==> src/rtl/intack_seq.sv <==
module intack_seq #(
  parameter int ADDR_W    = 32,
  parameter int DATA_W    = 8,
  parameter int IDLE_CLKS = 2
) (
  input  logic              clk,
  input  logic              rst,
  input  logic              irq,
  input  logic              int_en,
  input  logic              rdy,
  input  logic [DATA_W-1:0] data_in,
  output logic [ADDR_W-3:0] addr_word,
  output logic [3:0]        be_n,
  output logic [1:0]        bus_stat,
  output logic              strobe,
  output logic [DATA_W-1:0] vector,
  output logic              vec_vld
);

  localparam int WA_W  = ADDR_W - 2;
  localparam int GAP_W = $clog2(IDLE_CLKS + 1);
  localparam logic [1:0] ST_IDLE = 2'b00;
  localparam logic [1:0] ST_ACK  = 2'b01;

  typedef enum logic [2:0] {
    S_IDLE, S_ADR1, S_WT1, S_GAP1, S_ADR2, S_WT2, S_GAP2
  } state_t;

  state_t           st;
  logic [GAP_W-1:0] gap;

  wire gap_done = (gap == GAP_W'(IDLE_CLKS - 1));
  wire in_cyc   = (st == S_ADR1) || (st == S_WT1) || (st == S_ADR2) || (st == S_WT2);
  wire first    = (st == S_ADR1) || (st == S_WT1);

  always_ff @(posedge clk) begin
    if (rst) begin
      st      <= S_IDLE;
      gap     <= '0;
      vector  <= '0;
      vec_vld <= 1'b0;
    end else begin
      vec_vld <= 1'b0;
      case (st)
        S_IDLE: if (irq && int_en) st <= S_ADR1;
        S_ADR1: st <= S_WT1;
        S_WT1:  if (rdy) begin st <= S_GAP1; gap <= '0; end
        S_GAP1: begin
          gap <= gap + 1'b1;
          if (gap_done) st <= S_ADR2;
        end
        S_ADR2: st <= S_WT2;
        S_WT2:  if (rdy) begin
          st      <= S_GAP2;
          gap     <= '0;
          vector  <= data_in;
          vec_vld <= 1'b1;
        end
        S_GAP2: begin
          gap <= gap + 1'b1;
          if (gap_done) st <= S_IDLE;
        end
        default: st <= S_IDLE;
      endcase
    end
  end

  assign strobe    = (st == S_ADR1) || (st == S_ADR2);
  assign bus_stat  = in_cyc ? ST_ACK : ST_IDLE;
  assign be_n      = in_cyc ? 4'b1110 : 4'b1111;
  assign addr_word = (in_cyc && first) ? WA_W'(1) : '0;

  // ---------------- assertion support ----------------
  logic [1:0]  n_strb;
  logic [31:0] idle_run;

  always_ff @(posedge clk) begin
    if (rst) begin
      n_strb   <= '0;
      idle_run <= 32'(IDLE_CLKS);
    end else begin
      if (st == S_IDLE)   n_strb <= '0;
      else if (strobe)    n_strb <= n_strb + 1'b1;
      if (bus_stat == ST_ACK)              idle_run <= '0;
      else if (idle_run < 32'(IDLE_CLKS))  idle_run <= idle_run + 1;
    end
  end

  a_r1_start_gated: assert property (@(posedge clk) disable iff (rst)
    (st == S_IDLE && !(irq && int_en)) |=> !strobe);
  a_r2_two_cycles: assert property (@(posedge clk) disable iff (rst)
    vec_vld |-> (n_strb == 2'd2));
  a_r3_hold_open: assert property (@(posedge clk) disable iff (rst)
    (bus_stat == ST_ACK && !strobe && !rdy) |=> (bus_stat == ST_ACK && !strobe));
  a_r4_addr_first: assert property (@(posedge clk) disable iff (rst)
    (strobe && n_strb == 2'd0) |-> (addr_word == WA_W'(1)));
  a_r5_addr_second: assert property (@(posedge clk) disable iff (rst)
    (strobe && n_strb == 2'd1) |-> (addr_word == '0));
  a_r6_lanes: assert property (@(posedge clk) disable iff (rst)
    (bus_stat == ST_ACK) ? (be_n == 4'b1110) : (be_n == 4'b1111 && addr_word == '0));
  a_r7_capture: assert property (@(posedge clk) disable iff (rst)
    $rose(vec_vld) |-> (vector == $past(data_in)));
  a_r8_idle_gap: assert property (@(posedge clk) disable iff (rst)
    strobe |-> (idle_run >= 32'(IDLE_CLKS)));
  a_r9_status: assert property (@(posedge clk) disable iff (rst)
    strobe |-> (bus_stat == ST_ACK));
  a_r10_pulse: assert property (@(posedge clk) disable iff (rst)
    vec_vld |=> !vec_vld);

endmodule

==> config.mk <==
export PLATFORM = sky130hd
export DESIGN_NAME = intack_seq
export DESIGN_NICKNAME = d
export VERILOG_FILES = /design/src/rtl/intack_seq.sv
export SDC_FILE = /design/constraint.sdc
export NUM_CORES = 1
export LEC_CHECK = 0
export CAP_MARGIN = 40
export CORE_AREA = 2 2 56 53
export DETAILED_ROUTE_END_ITERATION = 16
export DIE_AREA = 0 0 58 55
export GPL_ROUTABILITY_DRIVEN = 1
export PLACE_DENSITY = 0.81
export SLEW_MARGIN = 20
export SYNTH_ARGS = -nofsm -noshare
export SYNTH_HDL_FRONTEND = slang
export SYNTH_SLANG_ARGS = --single-unit
==> constraint.sdc <==
create_clock -name clk -period 2.7 [get_ports clk]
set_input_delay 0.405 -clock clk [delete_from_list [all_inputs] [get_ports clk]]
set_output_delay 0.405 -clock clk [all_outputs]
set_load 0.03 [all_outputs]
==> results <==
## cell usage after synthesis
library cell	number	area [sq um]
buf_4	35	263
nand2_1	19	71.3
dfxtp_1	14	280
a21oi_1	12	60.1
nor2_1	6	22.5
inv_1	3	11.3
o21ai_0	3	15.0
xnor2_1	3	26.3
buf_2	2	10.0
buf_6	2	22.5
conb_1	2	7.51
nand3_1	2	10.0
a2111oi_2	1	15.0
a211oi_2	1	12.5
a221o_1	1	10.0
a311o_1	1	10.0
a311oi_1	1	8.76
a31oi_1	1	6.26
a32oi_1	1	8.76
and2_1	1	6.26
and3b_1	1	8.76
and4b_2	1	11.3
and4bb_2	1	12.5
clkbuf_1	1	3.75
ha_1	1	12.5
inv_2	1	3.75
mux2i_1	1	10.0
nand2b_1	1	6.26
nand3b_1	1	7.51
nand4b_2	1	15.0
nor2b_1	1	6.26
o21a_1	1	7.51
o21ai_1	1	5.00
## area by class of cell
type,instances,area (sq um),area share (%)
Sequential cell,14,280,24.7
Clock buffer,4,36.3,3.19
Multi-Input combinational cell,97,509,44.8
Tap cell,30,37.5,3.30
Timing Repair Buffer,26,258,22.7
Inverter,4,15.0,1.32
## power groups by stage
stage | Clock, mW | Combinational, mW | Sequential (mW)
6_report | 0.149 | 0.143 | 0.216
5_1_grt | 0.164 | 0.152 | 0.217
4_1_cts | 0.157 | 0.143 | 0.216
3_5_place_dp | 0 | 0.142 | 0.221
3_3_place_gp | 0 | 0.141 | 0.221
2_1_floorplan | 0 | 0.149 | 0.217
## path summary, 6_finish.rpt
path,from,endpoint,depth (start not counted)
hold / removal,vector[5],vector[5],2
hold reg to reg,vector[5],vector[5],2
setup reg to reg,st[2],gap[1],3
setup / recovery,st[2],be_n[0],3
## routing by layer
metal	up-vias	GRT usage, %	share of wire (%)
met5	-	0	0
met4	0	6.98	1.1
met3	2	1.16	8.0
met2	37	16.1	47
met1	339	13.1	44
li1	388	-	-
## metrics by stage
step                setup WS (ns)  power (mW)  std cells  hold WS, ns  cell area (sq um)
floorplan                   0.975       0.366        155        0.474               1100
global placement            0.617       0.363        171        0.441               1100
detailed placement          0.575       0.363        171        0.446               1100
CTS                         0.238       0.516        175        0.459               1140
global route                0.118       0.534        175        0.474               1140
finish                      0.263       0.509        175        0.456               1140
## registers in the layout, summed over array words and instances, names as in the netlist
name,cells
vector,8
st,3
vec_vld,1
gap,2
## worst reg2reg max path, stage by stage (launching register included)
cell	delay [ns]
dfxtp_1	0.68
nor2_1	0.18
o21a_1	0.21
a2111oi_2	0.31
## logic make-up after synthesis
logic type / share of synthesized area, %
mux: 1.01
xor+xnor: 2.66
compound gates: 16.1
other cells: 0.761
flops: 28.4
fa+ha+maj: 1.27
simple gates: 18.0
buf+inv: 31.8
==> impl_metrics.py <==
metrics = {
    "setup_path": {
        "r2r_slack_ns": 1.22,
        "worstSetupPathType": "reg -> out",
        "max_stage_delay_ns": 0.69,
        "start_kind": "flop",
        "path_delay_family": "buffers and inverters",
        "endpoint_kind": "output port",
        "cp.arrival_ns": 2.03,
        "path_max_fanout": 18,
        "crit_buf_inv": 1,
        "worstPathRequired_ns": 2.30,
        "crit_path_cell_trace": "nor2_1, xnor2_1, clkdlybuf4s50_1",
        "critPathSlowestCell": "clkdlybuf4s50_1",
    },
    "pwr": {
        "vdd_drop_max_v": 0.000206,
        "p_comb_share_pct": 28.2,
        "p_switching_mw": 0.175,
        "clkPwrFrac_pct": 29.3,
        "p_int_mw": 0.333,
        "leakage_nw": 0.462,
        "p_sw_share_pct": 34.4,
        "p_per_area_mw_per_mm2": 448,
        "seqPwrFrac_pct": 42.5,
    },
    "route": {
        "avgViaCountPerCell": 4.38,
        "first_iter_violations": 11,
        "ant_nets": 0,
        "post-route-drc-count": 0,
        "firstDrtPassIters": 4,
        "wl_um": 1680,
        "wire_per_inst_um": 9.60,
        "vias": 766,
    },
    "clocking": {
        "cts.sinks": 14,
        "postCtsSetupBuffers": 0,
        "clk_latency_ns": 0.27,
        "root_buffer": "clkbuf_4",
        "cts_max_level": 1,
        "numCtsBuffers": 3,
        "cts_resized": 0,
        "cts_max_path_buffers": 2,
        "cts_tree": "done",
        "cts_hold_buf": 0,
        "cts.clk_slew.worst_paths_ns": 0.08,
    },
    "grt": {
        "grt_pass1_vias": 543,
        "grt_pass1_wl_um": 2450,
        "grt_max_degree": 19,
        "track_usage_pct": 10.2,
        "antenna_found_initial": 0,
        "overflow": 0,
    },
    "timing": {
        "max_freq_mhz": 410,
        "min_period_ns": 2.44,
        "finalMaxSlewViolations": 0,
        "fin_setup_tns_ns": 0,
        "worstMarginPinSlew_ns": 0.559,
        "hold_viol": 0,
        "max-slew-margin-rel_pct": 62.6,
        "setup_viol": 0,
        "fin_crit_sh_pct": 90.3,
        "finClkSkew_ns": 0.00128,
        "rsz0062_at_grt": "false",
    },
    "outcome": {
        "status": "complete, no violations",
    },
    "final_layout": {
        "fin_nets": 160,
        "fillers": 261,
        "final_util_pct": 43.5,
        "drive_gt1_share_pct": 7.59,
        "area_growth_syn_to_layout_pct": 15.1,
        "layout_common_cells": "conb_1, clkdlybuf4s50_1, nand2_1, dfxtp_1, a21oi_1",
        "num_antenna_cells": 0,
        "layout_commonest_cell": "conb_1",
    },
    "logic_synthesis": {
        "seq_area_frac_synth_pct": 28.4,
        "synth_warnings": 0,
        "synth_cells": 124,
        "yosysUniqueCellTypes": 33,
        "avgSynthCellArea_sq_um": 7.96,
        "ys_ff_latch": 14,
        "synthesis.area_sq_um": 987,
    },
    "die": {
        "rows": 18,
        "start_util_pct": 37.8,
        "ios": 59,
        "coreArea_sq_mm": 0.00261,
        "fp.dieH_um": 55,
        "die_w_um": 58,
        "die_area_sq_mm": 0.00319,
    },
    "placement": {
        "finalWeightedCongestion": 0.755,
        "dp_hpwl_um": 1240,
        "io_buffer_count": 25,
    },
    "job": {
        "cap_viol_max_count": 0,
    },
    "worst_hold_path": {
        "hold_class": "reg -> reg",
    },
}
Note: power is estimated with default switching activity, not from simulation.
